### src/rtl/ctc_pkg.sv
// Package: shared field positions, mask and sense-mode encoding for the
// comparator trigger conditioner. Assumes a 32-bit control word.
package ctc_pkg;

    localparam int CTRL_W   = 32;
    localparam int EN_BIT   = 11;
    localparam int SRC_LO   = 9;
    localparam int SRC_W    = 2;
    localparam int POL_BIT  = 7;
    localparam int MODE_LO  = 5;
    localparam int MODE_W   = 2;

    // Bits that hold state; every other bit reads as zero.
    localparam logic [CTRL_W-1:0] WR_MASK =
        (CTRL_W'(1) << EN_BIT) |
        (CTRL_W'((1 << SRC_W) - 1) << SRC_LO) |
        (CTRL_W'(1) << POL_BIT) |
        (CTRL_W'((1 << MODE_W) - 1) << MODE_LO);

    typedef enum logic [MODE_W-1:0] {
        SENSE_LEVEL = 2'b00,
        SENSE_FALL  = 2'b01,
        SENSE_RISE  = 2'b10,
        SENSE_BOTH  = 2'b11
    } sense_e;

endpackage

### src/rtl/ctc_ctrl_reg.sv
// Control word register. Stores only the writable fields (mask applied on
// write) and decodes them. Assumes wr_en is a single-cycle strobe.
module ctc_ctrl_reg
    import ctc_pkg::*;
(
    input  logic              clk,
    input  logic              rst_n,
    input  logic              wr_en,
    input  logic [CTRL_W-1:0] wr_data,
    output logic [CTRL_W-1:0] rd_data,
    output logic              fwd_en,
    output logic [SRC_W-1:0]  src_code,
    output logic              lvl_pol,
    output sense_e            mode
);

    logic [CTRL_W-1:0] ctrl_q;

    // Load the masked write word; clear on reset.
    always_ff @(posedge clk) begin
        if (!rst_n) begin
            ctrl_q <= '0;
        end else if (wr_en) begin
            ctrl_q <= wr_data & WR_MASK;
        end
    end

    // Decode the stored word into its fields.
    always_comb begin
        rd_data  = ctrl_q;
        fwd_en   = ctrl_q[EN_BIT];
        src_code = ctrl_q[SRC_LO +: SRC_W];
        lvl_pol  = ctrl_q[POL_BIT];
        mode     = sense_e'(ctrl_q[MODE_LO +: MODE_W]);
    end

endmodule

### src/rtl/ctc_sense.sv
// Sense detector. Keeps the previous comparator sample and flags the event
// chosen by the mode. Assumes cmp_in is already synchronous to clk. The
// previous sample follows the input during reset, so no edge appears at
// reset release.
module ctc_sense
    import ctc_pkg::*;
(
    input  logic   clk,
    input  logic   rst_n,
    input  logic   cmp_in,
    input  sense_e mode,
    input  logic   lvl_pol,
    output logic   det
);

    logic prev_q;
    logic rise;
    logic fall;

    // Track the last sample, also while reset is held.
    always_ff @(posedge clk) begin
        if (!rst_n) begin
            prev_q <= cmp_in;
        end else begin
            prev_q <= cmp_in;
        end
    end

    // Select the event for the current mode.
    always_comb begin
        rise = cmp_in & ~prev_q;
        fall = ~cmp_in & prev_q;
        unique case (mode)
            SENSE_LEVEL: det = (cmp_in == lvl_pol);
            SENSE_FALL:  det = fall;
            SENSE_RISE:  det = rise;
            SENSE_BOTH:  det = rise | fall;
            default:     det = 1'b0;
        endcase
    end

endmodule

### src/rtl/ctc_gate.sv
// Forward gate. Passes a detected event to the trigger output only while
// forwarding is enabled. Pure combinational; assumes inputs are stable
// before the sampling edge.
module ctc_gate (
    input  logic det,
    input  logic fwd_en,
    output logic trig
);

    // Suppress events while forwarding is off.
    always_comb begin
        trig = det & fwd_en;
    end

endmodule

### src/rtl/cmp_trig_cond.sv
// Comparator output trigger conditioner top. Connects the control
// register, the sense detector and the forward gate. Assumes a synchronous
// comparator input and a synchronous active-low reset.
module cmp_trig_cond
    import ctc_pkg::*;
(
    input  logic              clk,
    input  logic              rst_n,
    input  logic              wr_en,
    input  logic [CTRL_W-1:0] wr_data,
    output logic [CTRL_W-1:0] rd_data,
    input  logic              cmp_in,
    output logic [SRC_W-1:0]  src_sel,
    output logic              trig_out
);

    logic   fwd_en;
    logic   lvl_pol;
    sense_e mode;
    logic   det;

    ctc_ctrl_reg u_reg (
        .clk      (clk),
        .rst_n    (rst_n),
        .wr_en    (wr_en),
        .wr_data  (wr_data),
        .rd_data  (rd_data),
        .fwd_en   (fwd_en),
        .src_code (src_sel),
        .lvl_pol  (lvl_pol),
        .mode     (mode)
    );

    ctc_sense u_sense (
        .clk     (clk),
        .rst_n   (rst_n),
        .cmp_in  (cmp_in),
        .mode    (mode),
        .lvl_pol (lvl_pol),
        .det     (det)
    );

    ctc_gate u_gate (
        .det    (det),
        .fwd_en (fwd_en),
        .trig   (trig_out)
    );

endmodule

### config.mk
export PLATFORM = sky130hd
export DESIGN_NAME = cmp_trig_cond
export DESIGN_NICKNAME = d
export VERILOG_FILES = /design/src/rtl/ctc_pkg.sv /design/src/rtl/ctc_ctrl_reg.sv /design/src/rtl/ctc_sense.sv /design/src/rtl/ctc_gate.sv /design/src/rtl/cmp_trig_cond.sv
export SDC_FILE = /design/constraint.sdc
export NUM_CORES = 1
export LEC_CHECK = 0
export BUFFER_PORTS_ARGS = -buffer_cell sky130_fd_sc_hd__buf_2
export CORE_MARGIN = 5
export CORE_UTILIZATION = 28
export CTS_CLUSTER_DIAMETER = 100
export DETAILED_ROUTE_END_ITERATION = 8
export PLACE_DENSITY = 0.83
export SLEW_MARGIN = 10
export SYNTH_ARGS = -nofsm -noshare
export SYNTH_HDL_FRONTEND = slang
export SYNTH_SLANG_ARGS = --single-unit
### constraint.sdc
create_clock -name clk -period 0.9 [get_ports clk]
set_input_delay 0.045 -clock clk [delete_from_list [all_inputs] [get_ports clk]]
set_output_delay 0.045 -clock clk [all_outputs]
set_load 0.01 [all_outputs]
Yosys cells after proc, flatten, opt, wreduce, memory -nomap -nowiden
Index checks and enable logic that the tools add are counted.
{ "word_totals": {"regBits": 7, "word_cells": 14} }
{ "classes": {"eq_ne": 4, "muxes": 1, "n_bitwise": 6, "n_reduce_logical": 1} }
{ "op_table": {"columns": ["op", "count"], "rows": [
  ["== test 2 bit (second input constant)", 2],
  ["one-hot mux 1 bit (4 select lines)", 1],
  ["bitwise AND 1 bit", 3],
  ["== test 2 x 1 -> 1 bit (second input constant)", 1],
  ["zero test 2 bit", 1],
  ["inverter 1 bit", 2],
  ["== test 1 bit", 1],
  ["bitwise OR 1 bit", 1]
]} }

Depth between registers and ports, before layout
{ "depth": {"word_depth": 5, "depth_mapped": 5, "depth_no_buf": 5} }

Cells and area by module
A second synthesis with hierarchy kept.
{ "unflattened": {"hier_cells": 61, "hier_area_um2": 566.8} }
{ "modules_own_cells": {"columns": ["mod", "instances", "cells_each", "area_per_inst_um2", "seq_area_each_um2"], "rows": [
  ["ctc_ctrl_reg", 1, 52, 473.0, 120.1],
  ["ctc_sense", 1, 8, 87.6, 20.0],
  ["ctc_gate", 1, 1, 6.3, 0.0]
]} }

Worst setup path before layout
No wires, ideal clock.
{ "synth_path": {"path_kind": "register to output", "from": "register u_sense.prev_q", "to": "output port trig_out", "t_arrival_ns": 0.860, "path_slack_ns": -0.005, "stages_incl_launch_ff": 4, "n_path_buf": 0, "path_cell_list": "dfxtp_1 ha_1 a21oi_1 o211a_1"} }
{ "synth_via": {"elab_chain_cells": 5, "elab_cells_between_ends": 6, "cone_classes": "mux (1); bitwise (5)"} }
{ "synth_lines": {"columns": ["item", "line_no", "text"], "rows": [
  ["start: declaration", "ctc_sense.sv:16", "logic prev_q;"],
  ["start signal: assignment", "ctc_sense.sv:23", "prev_q <= cmp_in;"],
  ["start signal: assignment", "ctc_sense.sv:25", "prev_q <= cmp_in;"],
  ["inverter 1 bit", "ctc_sense.sv:31", "rise = cmp_in & ~prev_q;"],
  ["bitwise AND 1 bit", "ctc_sense.sv:31", null],
  ["bitwise OR 1 bit", "ctc_sense.sv:37", "SENSE_BOTH: det = rise | fall;"],
  ["one-hot mux 1 bit (4 select lines) *", "ctc_sense.sv:33", "unique case (mode)"],
  ["bitwise AND 1 bit *", "ctc_gate.sv:12", "trig = det & fwd_en;"],
  ["end: declaration", "cmp_trig_cond.sv:14", "output logic trig_out"]
]} }
Mark *: on every way between the ends. The rest lies on a longest branch, timed or not.

Final worst setup path
Ends and elaborated chain as after synthesis.

==> reports/results.txt <==
The run finished, with violations left. The checks that failed: setup timing. The number of H-tree levels is 1, and the logic depth of the worst register-to-register path is 3. The area of the core was 0.00192 sq mm; the detailed-router iteration count before antenna repair was 2. For this run, the post-layout net count is 119.

The tools report the post-synthesis cell type count as 12. The maximum net fanout on the critical path is 2. In this run the vertical extent of the chip is 54.2 um. Counting tap cells, the placed design contains a total of 103 instances.

After technology mapping, the gate count stands at 62. Share of power burned in combinational logic: 0.231. The library cell with the largest summed area after synthesis is buf_4. The violation count after the first detailed-routing iteration was 1. The final wirelength was 900 um.

The period utilization was 1.42. The internal portion of the total power is 0.570 mW. Registers take 143 sq um. The number of antenna violations at the first check in global routing was 0; the area growth from synthesis to layout was 8.68%.

In this run the worst setup path begins at u_sense.prev_q. Final max-slew violation count: 0. TritonCTS created 3 clock buffers. The final worst setup slack is -0.375 ns, and the sink count of the clock tree is 7.

The first global-routing pass estimated 1120 um of wire. Using the TritonRoute via totals, the vias-per-cell ratio works out to 3.23. TritonCTS built the clock tree. VDD sags by at most 0.435 mV.

The yosys synthesis warning count was 0. For this design the top-level I/O count stands at 71. The clock arrives with 0 ns of skew.

Data on the critical path arrives at its endpoint at 1.23 ns. Capturing element type of the critical path: an output pin. The core utilization of the finished layout was 0.310. The largest net degree at the start of global routing is 7. The clock passes through at most 2 buffers. The logs give -0.375 ns for the setup total negative slack and 0.346 nW for the leakage power figure.

The congestion estimate from routability-driven global placement came to 0.685. The tools report the smallest hold slack as 0.0482 ns. Derived from the worst setup path, the maximum achievable clock frequency is 0.785 GHz. In the layout the commonest cells are 26 x conb_1, 17 x buf_2, 6 x mux2i_1, 6 x nor2b_1, 5 x dfxtp_1. The type of the tightest min-delay check is input pin to register. In this run the remaining antenna-violating nets after routing total 0.

For the worst setup path, the data required time is 0.85 ns. The worst slack at placement was -0.142 ns. At the later pin of the worst-skew pair, clock insertion delay measures 0.24 ns. The number of filler instances in the final layout is 203, and the via count of the first global-routing pass is 316. The power density relative to cell area was 1330 mW/mm^2; the portion of total power attributed to the clock network was 0.332.

The wire length per cell after detailed routing was 8.41 um; the cell area after technology mapping was 548 sq um. The die covers 0.00294 sq mm. The delay contributed by the slowest stage of the critical path was 0.31 ns; the average size of a mapped cell was 8.84 sq um. The tools report the final setup violation count as 1. The kind of cell with the highest combined delay along the critical path is flip-flops. The run gives 0 as the number of inserted diodes. The reported max-cap violation count came out at 0. The die width is 54.2 um. After clock tree synthesis, the clock-pin slew on the worst setup and hold paths is 0.05 ns. After detailed routing, the number of remaining DRC violations is 0.

Setup repair after global routing could not meet its margin everywhere. The total grt overflow is 0, and the number of buffer and inverter instances along the worst setup path is 1. The number of port buffers is 18. The run gives 0 as the number of hold violations in the final report.

The fraction of final layout cells with drive strength greater than 1 is 0.363, and the net switching power of the design is 0.223 mW. The worst setup path category was register to output pin. The final period demand of the worst path is 1.27 ns.

For the initial core utilization, the log shows 0.285. Once placement finished, the instance area stood at 548 sq um. Area share of the leading cell type in the synthesized netlist: 0.425.

Global router's overall resource usage: 0.0543. The share of synthesized area occupied by flip-flops and latches is 0.256, and the area of combinational cells with multiple inputs is 270 sq um. For the standard-cell row count, the log shows 16.

The tools report the origin of the critical flop-to-flop path as u_reg.rd_data[7]. CTS placed an instance of clkbuf_4 at the clock tree root. Walking the worst path, the cells encountered are ha_1 -> a21oi_2 -> o211a_1 -> buf_6. Leaving out fill and tap cells, the most frequent cell in the layout is conb_1.

The total stage count of the critical path is 4. The final total power is 0.792 mW. STA classifies the critical path startpoint as a register.

The half-perimeter wire length of the detailed placement result is 799 um. The endpoint identified for the worst register-to-register timing path is u_reg.rd_data[7]. For the worst reg-to-reg setup slack, the log shows 0.18 ns.

The fraction of power spent switching nets is 0.281. By area the synthesized netlist is led by buf_4 42%, dfxtp_1 26%, mux2i_1 11%. The final cell area excluding filler cells was 596 sq um.

The flop and latch count out of synthesis is 7. The final route contains 346 vias. The count of non-filler cells in the finished layout came out at 107.

The proportion of power drawn by flip-flops and latches was 0.437. Among all stages on the critical path, the largest delay is contributed by dfxtp_2. The tools report the endpoint of the most critical setup path as trig_out.
[registers in the layout, indices dropped and copies added (netlist names)]
register and count:
u_sense.prev_q 1, u_reg.rd_data 6
[cell families (layout without fill, tap and decap cells)]
logic type / Yosys count / count (layout) / synth area share
AO/OA/AOI/OAI: 4 / 4 / 0.0457
buffers and inverters: 34 / 27 / 0.445
multiplexers: 6 / 6 / 0.110
XOR/XNOR: 1 / 1 / 0.0160
AND/OR/NAND/NOR: 7 / 7 / 0.0753
adder cells (fa/ha/maj): 2 / 2 / 0.0457
other: 1 / 26 / 0.00684
flip-flops: 7 / 7 / 0.256
[what timing repair did]
item                                    CTS  global route
endpoints found under the setup margin    1             2
hold buffers                              0             0
resized for setup                         3             4
endpoints found under the hold margin     0             0
buffers inserted                          0             0
[power by group through the flow]
stage          sequential (mW)  combinational (mW)  clock (mW)
3_5_place_dp             0.350               0.171           0
2_1_floorplan            0.353               0.205           0
6_report                 0.346               0.183       0.263
5_1_grt                  0.350               0.206       0.287
3_3_place_gp             0.349               0.166           0
4_1_cts                  0.344               0.175       0.275
[layer usage]
metal  GRT usage  share of wire  vias to the layer above
li1            -              -                      173
met1      0.0393           0.26                      145
met2       0.108           0.53                       26
met3      0.0354           0.19                        2
met4      0.0207          0.021                        0
met5           0              0                        -
[cells in the mapped netlist (all sizes together)]
master / number
mux2i: 6
inv: 3
conb: 1
nor2b: 6
a21oi: 2
dfxtp: 7
o21ai: 1
nor2: 1
xor2: 1
o211a: 1
buf: 31
ha: 2
[layout make-up]
class,instances,share of cell area
Multi-Input combinational cell,46,0.454
Inverter,3,0.0189
Clock buffer,4,0.0441
Tap cell,27,0.0567
Timing Repair Buffer,20,0.187
Sequential cell,7,0.239
[worst min-delay path by stage]
stage               startpoint             end  cells after the start
finish                  cmp_in  u_sense.prev_q                      2
global route            cmp_in  u_sense.prev_q                      2
global placement        cmp_in  u_sense.prev_q                      2
floorplan               cmp_in  u_sense.prev_q                      0
CTS                     cmp_in  u_sense.prev_q                      2
detailed placement      cmp_in  u_sense.prev_q                      2
(Power assumes the default switching activity.)
